File: src/rtl/mdio_cmd_pkg.sv
package mdio_cmd_pkg;

   localparam int CMD_BITS    = 27;
   localparam int RVALID_BIT  = 27;
   localparam int BUSY_BIT    = 28;
   localparam int BODY_BITS   = 32;
   localparam int TA_OFFSET   = 14;   // first turnaround bit after the preamble

   // Packed so that it maps directly onto command bits 26:0.
   typedef struct packed {
      logic       rd;
      logic [4:0] regad;
      logic [4:0] phy;
      logic [15:0] data;
   } mdio_cmd_t;

   // Frame body after the preamble, MSB first on the wire.
   function automatic logic [BODY_BITS-1:0] frame_body(input mdio_cmd_t c);
      if (c.rd)
         return {2'b01, 2'b10, c.phy, c.regad, 18'b0};
      else
         return {2'b01, 2'b01, c.phy, c.regad, 2'b10, c.data};
   endfunction

endpackage

File: src/rtl/mdc_phase_gen.sv
module mdc_phase_gen #(
   parameter int CLK_DIV = 64
) (
   input  logic clk,
   input  logic rst_n,
   input  logic run,
   output logic mdc,
   output logic rise_evt,
   output logic end_evt
);
   localparam int DIV_W = (CLK_DIV > 2) ? $clog2(CLK_DIV) : 1;
   localparam int HALF  = CLK_DIV / 2;

   logic [DIV_W-1:0] cnt_q;

   always_ff @(posedge clk or negedge rst_n) begin
      if (!rst_n)
         cnt_q <= '0;
      else if (!run || end_evt)
         cnt_q <= '0;
      else
         cnt_q <= cnt_q + 1'b1;
   end

   assign mdc      = run && (cnt_q >= DIV_W'(HALF));
   assign rise_evt = run && (cnt_q == DIV_W'(HALF - 1));
   assign end_evt  = run && (cnt_q == DIV_W'(CLK_DIV - 1));

endmodule

File: src/rtl/mdio_frame_engine.sv
module mdio_frame_engine
   import mdio_cmd_pkg::*;
#(
   parameter int PRE_BITS = 32
) (
   input  logic        clk,
   input  logic        rst_n,
   input  logic        start,
   input  mdio_cmd_t   cmd,
   input  logic        rise_evt,
   input  logic        end_evt,
   input  logic        mdio_i,
   output logic        active,
   output logic        mdio_o,
   output logic        mdio_oe,
   output logic        done_evt,
   output logic [15:0] rd_data
);
   localparam int FRAME_BITS = PRE_BITS + BODY_BITS;
   localparam int IDX_W      = $clog2(FRAME_BITS);
   localparam int REL_IDX    = PRE_BITS + TA_OFFSET;

   logic                  active_q, is_rd_q;
   logic [FRAME_BITS-1:0] sh_q;
   logic [IDX_W-1:0]      idx_q;
   logic [15:0]           rx_q;
   logic                  last_bit;

   assign last_bit = (idx_q == IDX_W'(FRAME_BITS - 1));
   assign done_evt = active_q && end_evt && last_bit;

   always_ff @(posedge clk or negedge rst_n) begin
      if (!rst_n) begin
         active_q <= 1'b0;
         is_rd_q  <= 1'b0;
         sh_q     <= '0;
         idx_q    <= '0;
         rx_q     <= '0;
      end else if (start) begin
         active_q <= 1'b1;
         is_rd_q  <= cmd.rd;
         sh_q     <= {{PRE_BITS{1'b1}}, frame_body(cmd)};
         idx_q    <= '0;
      end else if (active_q) begin
         if (rise_evt)
            rx_q <= {rx_q[14:0], mdio_i};
         if (end_evt) begin
            sh_q <= sh_q << 1;
            if (last_bit)
               active_q <= 1'b0;
            else
               idx_q <= idx_q + 1'b1;
         end
      end
   end

   assign active  = active_q;
   assign mdio_oe = active_q && !(is_rd_q && (idx_q >= IDX_W'(REL_IDX)));
   assign mdio_o  = mdio_oe && sh_q[FRAME_BITS-1];
   assign rd_data = rx_q;

endmodule

File: src/rtl/mdio_cmd_master.sv
module mdio_cmd_master
   import mdio_cmd_pkg::*;
#(
   parameter int CLK_DIV  = 64,
   parameter int PRE_BITS = 32
) (
   input  logic        clk,
   input  logic        rst_n,
   input  logic        reg_wr,
   input  logic [31:0] reg_wdata,
   output logic [31:0] reg_rdata,
   output logic        mdc,
   output logic        mdio_o,
   output logic        mdio_oe,
   input  logic        mdio_i,
   output logic        smi_done
);
   generate
      if (CLK_DIV < 2 || (CLK_DIV % 2) != 0) begin : g_bad_div
         $error("CLK_DIV must be even and at least 2");
      end
      if (PRE_BITS < 1 || PRE_BITS > 64) begin : g_bad_pre
         $error("PRE_BITS must lie in 1..64");
      end
   endgenerate

   mdio_cmd_t   cmd_q;
   logic        busy_q, rvalid_q, done_q;
   logic        accept, eng_active, rise_evt, end_evt, done_evt;
   logic [15:0] rd_data;
   mdio_cmd_t   new_cmd;

   assign new_cmd = mdio_cmd_t'(reg_wdata[CMD_BITS-1:0]);
   assign accept  = reg_wr && !busy_q;

   mdc_phase_gen #(.CLK_DIV(CLK_DIV)) u_clkgen (
      .clk      (clk),
      .rst_n    (rst_n),
      .run      (eng_active),
      .mdc      (mdc),
      .rise_evt (rise_evt),
      .end_evt  (end_evt)
   );

   mdio_frame_engine #(.PRE_BITS(PRE_BITS)) u_engine (
      .clk      (clk),
      .rst_n    (rst_n),
      .start    (accept),
      .cmd      (new_cmd),
      .rise_evt (rise_evt),
      .end_evt  (end_evt),
      .mdio_i   (mdio_i),
      .active   (eng_active),
      .mdio_o   (mdio_o),
      .mdio_oe  (mdio_oe),
      .done_evt (done_evt),
      .rd_data  (rd_data)
   );

   always_ff @(posedge clk or negedge rst_n) begin
      if (!rst_n) begin
         cmd_q    <= '0;
         busy_q   <= 1'b0;
         rvalid_q <= 1'b0;
         done_q   <= 1'b0;
      end else begin
         done_q <= done_evt;
         if (accept) begin
            cmd_q    <= new_cmd;
            busy_q   <= 1'b1;
            rvalid_q <= 1'b0;
         end else if (done_evt) begin
            busy_q <= 1'b0;
            if (cmd_q.rd) begin
               cmd_q.data <= rd_data;
               rvalid_q   <= 1'b1;
            end
         end
      end
   end

   assign reg_rdata = {3'b000, busy_q, rvalid_q, cmd_q};
   assign smi_done  = done_q;

endmodule

File: config.mk
export PLATFORM = sky130hd
export DESIGN_NAME = mdio_cmd_master
export DESIGN_NICKNAME = d
export VERILOG_FILES = /design/src/rtl/mdio_cmd_pkg.sv /design/src/rtl/mdc_phase_gen.sv /design/src/rtl/mdio_frame_engine.sv /design/src/rtl/mdio_cmd_master.sv
export SDC_FILE = /design/constraint.sdc
export NUM_CORES = 1
export LEC_CHECK = 0
export BUFFER_PORTS_ARGS = -buffer_cell sky130_fd_sc_hd__buf_2
export CAP_MARGIN = 10
export CORE_AREA = 10 10 111 113
export DETAILED_ROUTE_END_ITERATION = 8
export DIE_AREA = 0 0 121 123
export PLACE_DENSITY = 0.75
export SKIP_LAST_GASP = 1
export SLEW_MARGIN = 20
export SYNTH_ARGS = -nofsm -noshare
export SYNTH_HDL_FRONTEND = slang
export SYNTH_SLANG_ARGS = --single-unit
File: constraint.sdc
create_clock -name clk -period 2.5 [get_ports clk]
set_input_delay 0.5 -clock clk [delete_from_list [all_inputs] [get_ports clk]]
set_output_delay 0.5 -clock clk [all_outputs]
set_load 0.05 [all_outputs]
==> impl_results.md, run 1 <==
* Final-stage net count at 646
* I/O Buffers at 63
* Most frequent cells in the layout: 122 x dfrtp_1, 87 x nand3_1, 61 x buf_2
* Critical Path Source: u_engine.idx_q[0]
* Cells along the critical path: inv_1 -> ha_1 -> nor2_1 -> o21bai_1 -> a311oi_2 -> buf_6
* Clock sink count at 123
* Core Box Area at 10100 µm²
* Hold Path Sink: reg_rdata[17]
* Status: finished, final reports clean
* Pwr Density at 907 nW/µm²
* # IOs at 72
* Hold Crit Start: reg_wdata[17]
* H-tree Lvls at 4
* Max clock buf depth at 2
* Gr usage total at 19.2%
* Antenna diode count at 0
* Final hold viol count at 0
* Hold path depth at 3
* Seq cells post-synth at 123
* WL/cell at 18.4 µm
* Worst Reg-to-Reg Cells at 4
* Max Cap Violations at 0
* Final Util at 66.5%
* CTS buffer count at 17
* Data arrival, critical path at 1.87 ns
* Share of total power in the clock network at 39.7%
* Post-Syn Instances at 556
* Hold WC Path Type: in -> reg
* Final min period at 2.37 ns
* Met3 routed WL at 873 µm
* Die Wd at 121 µm
* Layout cells sized above 1 at 21.8%
* Die ar. at 14900 µm²
* Seq/Total Area, Yosys at 54.1%
* Largest net degree at the start of global routing at 58
* # rows at 37
* Worst path top cell family by delay: flip-flops
* Total Wirelength at 13.9 mm
* Initial DRC count at 465
* Logic gate share of total power at 19.8%
* CTS tree: done
* Vias at 4565
* Synth Warn # at 0
* Chip Height at 123 µm
* Part of the power in registers at 40.5%
* Final Wtd Congestion at 0.864
* Synth Cell Area at 5690 µm²
* DRT met1 WL at 5.71 mm
* Avg Cell Area, Syn at 10.2 µm²
* Setup crit start kind: flip-flop
* Post-synthesis cell type count at 41
* Switching part of the total power at 31.7%
* First-pass GRT wire length at 23.1 mm
* Overflow after GRT at 0
* Clock skew at 0.00837 ns
* Internal power at 4180 µW
* Total power at 6120 µW
* Max Clk Rate at 422 MHz
* Crit path kind: reg -> out
* Flop-to-flop setup slack at 0.47 ns
* Max-slew violation count at 0
* Worst slew margin at 58.5%
* Residual DRC at 0
* Unrepaired setup endpoints after global routing: false
* Initial antenna violation count at 0
* Setup Viol. Count Final at 0
* Fin Setup TNS at 0 ns
* CP Buf/Inv Count at 2
* Fill cells at 757
* CP max stage delay at 0.41 ns
* Psw at 1940 µW
* WP data required at 2.00 ns
* Met2 WL at 7.14 mm
* Leakage power total at 0.00290 µW
* Initial core utilization at 56.1%
* Commonest non-fill, non-tap cell in the layout: dfrtp_1
* Dpl hpwl at 8.78 mm
* P&R area growth vs syn at 18.5%
* Critical path's slowest cell: dfrtp_2
* Crit path max fanout at 6
* Slew @ Worst Pin at 0.622 ns
* Number of detailed-route iterations in the first pass at 7
* Nature of the critical path endpoint: primary output
* Final ANT Viol Nets at 0
* Clk pin slew, worst setup/hold paths at 0.06 ns
* Worst r2r src: busy_q
* R2R Path End: reg_rdata[0]
* Vias per inst at 6.05
* Worst vdd ir at 497 µV
* Vias in the first global route at 4567
* Highest metal used: met4
* Final worst path period share at 94.7%
* Worst-Skew Late Latency at 0.52 ns
* CTS Root Cell: clkbuf_8
timing repair:
| item | 4_1_cts | 5_1_grt |
|---|---|---|
| hold buffers | 1 | 0 |
| setup buffers | 0 | 0 |
| endpoints found under the hold margin | 30 | 0 |
| pin swaps | 0 | 1 |
| setup endpoints to repair | 1 | 2 |
| resized for setup | 1 | 2 |
routing by layer:
metal | vias up | global-route usage, %
met5 | - | 0
li1 | 2105 | -
met1 | 2293 | 24.1
met4 | 0 | 7.99
met3 | 19 | 4.74
met2 | 148 | 31.1
kinds of logic (layout without fill, tap and decap cells):
kind of cell	count (synthesis)	in the layout	share of synthesized area, %
simple gates	199	199	18.5
fa+ha+maj	4	4	0.879
buf+inv	63	124	5.06
mux	34	34	6.99
compound gates	129	129	14.0
flops	123	123	54.1
other cells	1	3	0.0659
xor+xnor	3	3	0.462
synthesized netlist by cell type (all sizes together):
library cell / instances / area [µm²]
o311a: 2 / 20.0
or3: 1 / 6.26
conb: 1 / 3.75
a21o: 3 / 22.5
buf: 26 / 149
a311oi: 4 / 35.0
mux2: 16 / 218
and3: 3 / 18.8
nor4: 2 / 27.5
nand3: 87 / 435
clkbuf: 28 / 105
a31oi: 4 / 25.0
a21oi: 36 / 180
xnor2: 1 / 8.76
nor3: 1 / 5.00
ha: 4 / 50.1
nor2b: 2 / 12.5
mux2i: 18 / 180
dfrtp: 123 / 3080
xor2: 2 / 17.5
a211oi: 2 / 15.0
a41oi: 2 / 17.5
nand2: 55 / 206
nand4: 17 / 121
o211ai: 38 / 285
nor2: 8 / 30.0
and4: 1 / 8.76
o21bai: 1 / 7.51
and3b: 16 / 140
o21ai: 36 / 180
inv: 9 / 33.8
o21a: 1 / 7.51
nand2b: 2 / 12.5
or4: 2 / 15.0
and2: 2 / 12.5
metrics by stage:
stage,std cells,instance area (µm²),setup WS (ns),hold WS [ns]
floorplan,558,5710,0.351,0.204
global placement,722,6140,0.597,0.452
detailed placement,722,6140,0.537,0.462
CTS,755,6740,0.0495,0.184
global route,755,6750,0.0101,0.195
finish,755,6750,0.132,0.192
worst max path at each step:
| stage | endpoint | slack (ns) | depth (start not counted) |
|---|---|---|---|
| floorplan | mdio_oe | 0.35 | 5 |
| global placement | mdio_o | 0.60 | 6 |
| detailed placement | reg_rdata[0] | 0.54 | 4 |
| CTS | mdio_o | 0.05 | 6 |
| global route | mdio_o | 0.01 | 6 |
| finish | mdio_o | 0.13 | 6 |
power groups by stage:
stage | logic [µW] | registers [µW] | clock network [µW]
after floorplan | 488 | 2870 | 0
after global placement | 1180 | 2480 | 0
after detailed placement | 1220 | 2500 | 0
after CTS | 1230 | 2470 | 2460
after global routing | 1320 | 2510 | 2560
final | 1210 | 2480 | 2430
worst reg2reg max path, stage by stage, from the launching register on:
cell and delay (ns):
dfrtp_1 0.74, nand2b_4 0.50, buf_4 0.37, a21oi_1 0.14, mux2i_1 0.19
cell type report:
class                   instances  area, µm²  area share (%)
flip-flops and latches        123       3080            45.6
multi-input cells             372       2360            34.9
repair buffers                 83        514            7.62
clock buffers                  21        449            6.66
well taps                     136        170            2.52
clock inverters                11        144            2.13
inverters                       9       33.8           0.501
state kept, by name, indices dropped and copies added (netlist names):
| name | cells |
|---|---|
| smi_done | 1 |
| u_engine.active | 1 |
| u_engine.rd_data | 16 |
| rvalid_q | 1 |
| reg_rdata | 27 |
| busy_q | 1 |
| u_clkgen.cnt_q | 6 |
| u_engine.idx_q | 6 |
| u_engine.sh_q | 64 |
Note: power is estimated with default switching activity, not from simulation.
==> run 2, diff against run 1 <==
- PLACE_DENSITY: 0.75 -> 0.8
==> impl_results.md, run 2 (synthesis results as in run 1) <==
* Max Cap Violations at 0 (unchanged)
* Hold path depth at 3 (unchanged)
* Overflow after GRT at 0 (unchanged)
* Multi-input logic area at 2360 µm² (unchanged)
* Most frequent cells in the layout: 122 x dfrtp_1, 87 x nand3_1, 61 x buf_2
* Clock sink count at 123 (unchanged)
* Chip Height at 123 µm (unchanged)
* Worst-Skew Late Latency at 0.52 ns (about the same)
* CTS tree: done
* Biggest register: u_engine.sh_q
* Worst vdd ir at 430 µV (-13%)
* Commonest non-fill, non-tap cell in the layout: dfrtp_1
* Hold Crit Start: reg_wdata[20]
* Vias in the first global route at 4688 (+2.6%)
* CTS Root Cell: clkbuf_8
* WP data required at 2.00 ns (about the same)
* Setup Viol. Count Final at 0 (unchanged)
* Max-slew violation count at 0 (unchanged)
* Final min period at 2.36 ns (-0.00945 ns)
* Reg area at 3080 µm² (unchanged)
* Flop-to-flop setup slack at 0.38 ns (-0.09 ns)
* Total power at 6210 µW (+1.5%)
* Final worst path period share at 94.4% (-0.38 points)
* WL/cell at 19.1 µm (+3.7%)
* Crit path max fanout at 6 (unchanged)
* Die Wd at 121 µm (unchanged)
* Max clock buf depth at 2 (unchanged)
* Final hold viol count at 0 (unchanged)
* Hold Path Sink: reg_rdata[20]
* Initial DRC count at 698 (+50%)
* Fin Setup TNS at 0 ns (unchanged)
* Die ar. at 14900 µm² (unchanged)
* Clk pin slew, worst setup/hold paths at 0.06 ns (about the same)
* Vias at 4755 (+4.2%)
* P&R area growth vs syn at 18.5% (about the same)
* Data arrival, critical path at 1.86 ns (about the same)
* I/O Buffers at 63 (unchanged)
* Antenna diode count at 0 (unchanged)
* Hold WC Path Type: in -> reg
* Status: finished, final reports clean
* Pwr Density at 921 nW/µm² (+1.5%)
* Worst r2r src: u_clkgen.cnt_q[0]
* Setup crit start kind: flip-flop
* Slew @ Worst Pin at 0.592 ns (-0.0304 ns)
* Final ANT Viol Nets at 0 (unchanged)
* Leakage power total at 0.00292 µW (+0.52%)
* Initial antenna violation count at 0 (unchanged)
* Fill cells at 719 (-5.0%)
* Max reg flops at 64 (unchanged)
* Worst slew margin at 60.3% (+1.8 points)
* Total Wirelength at 14.4 mm (+3.5%)
* Nature of the critical path endpoint: primary output
* Layout cells sized above 1 at 21.5% (-0.29 points)
* Worst Reg-to-Reg Cells at 5 (+1)
* Largest net degree at the start of global routing at 64 (+10%)
* Total setup buffers inserted after CTS at 0 (unchanged)
* Unrepaired setup endpoints after global routing: false
* # IOs at 72 (unchanged)
* R2R Path End: u_engine.rd_data[4]
* Number of detailed-route iterations in the first pass at 6 (-1)
* Dpl hpwl at 8.63 mm (-1.7%)
* Final Wtd Congestion at 0.823 (-4.7%)
* Max Clk Rate at 424 MHz (+0.40%)
* Residual DRC at 0 (unchanged)
* Vias per inst at 6.31 (+4.3%)
* CTS buffer count at 17 (unchanged)
* # rows at 37 (unchanged)
* Initial core utilization at 56.1% (unchanged)
* Gr usage total at 19.8% (+0.60 points)
* Final worst hold slack at 0.194 ns (+0.00191 ns)
* Crit path kind: reg -> out
* Final-stage net count at 646 (unchanged)
* Core Box Area at 10100 µm² (unchanged)
* First-pass GRT wire length at 23.9 mm (+3.5%)
* H-tree Lvls at 4 (unchanged)
* Clock skew at 0.00812 ns (-0.000247 ns)
run 2: area by class of cell:
class                           count  area share, %
Sequential cell                   123           45.7
Multi-Input combinational cell    372           34.9
Timing Repair Buffer               83           7.44
Clock buffer                       25           7.33
Tap cell                          136           2.52
Clock inverter                      6           1.61
Inverter                            9          0.501
run 2: metrics by stage:
| step | instances | cell area, µm² | util, % | worst slack [ns] |
|---|---|---|---|---|
| 2_1_floorplan | 558 | 5710 | - | 0.351 |
| 3_3_place_gp | 722 | 6120 | 60.4 | 0.501 |
| 3_5_place_dp | 722 | 6120 | 60.4 | 0.441 |
| 4_1_cts | 754 | 6740 | 66.5 | 0.0547 |
| 5_1_grt | 754 | 6740 | 66.5 | 0.0166 |
| 6_report | 754 | 6740 | 66.5 | 0.141 |
run 2: how the worst max path moves through the flow:
stage | start | endpoint | slack (ns) | depth (start not counted)
after floorplan | u_engine.idx_q[0] | mdio_oe | 0.35 | 5
after detailed placement | u_clkgen.cnt_q[0] | u_engine.rd_data[4] | 0.44 | 5
after global placement | u_clkgen.cnt_q[0] | u_engine.rd_data[15] | 0.50 | 5
after CTS | u_engine.idx_q[0] | mdio_o | 0.05 | 6
after global routing | u_engine.idx_q[0] | mdio_o | 0.02 | 6
final | u_engine.idx_q[0] | mdio_o | 0.14 | 6
run 2: timing repair:
item | CTS | global route
hold endpoints to repair | 15 | 0
hold buffers | 1 | 0
pin swaps | 0 | 1
resized for setup | 1 | 2
setup endpoints to repair | 1 | 2
run 2: metal layers:
layer	track usage, %	part of all wire, %
met5	0	0
met4	7.62	2.4
met3	6.29	8.1
met2	31.7	50
met1	24.5	40
run 2: critical path: stages, from the launching register on:
cell and delay, ns:
dfrtp_2 0.40, inv_1 0.07, ha_1 0.19, nor2_1 0.11, o21bai_1 0.10, a311oi_2 0.28
buf_6 0.20
run 2: power breakdown:
group,leakage [µW],switching [µW],internal [µW]
clock,0.000298,858,1650
sequential,0.00146,199,2280
combinational,0.00117,891,339
total,0.00292,1950,4260
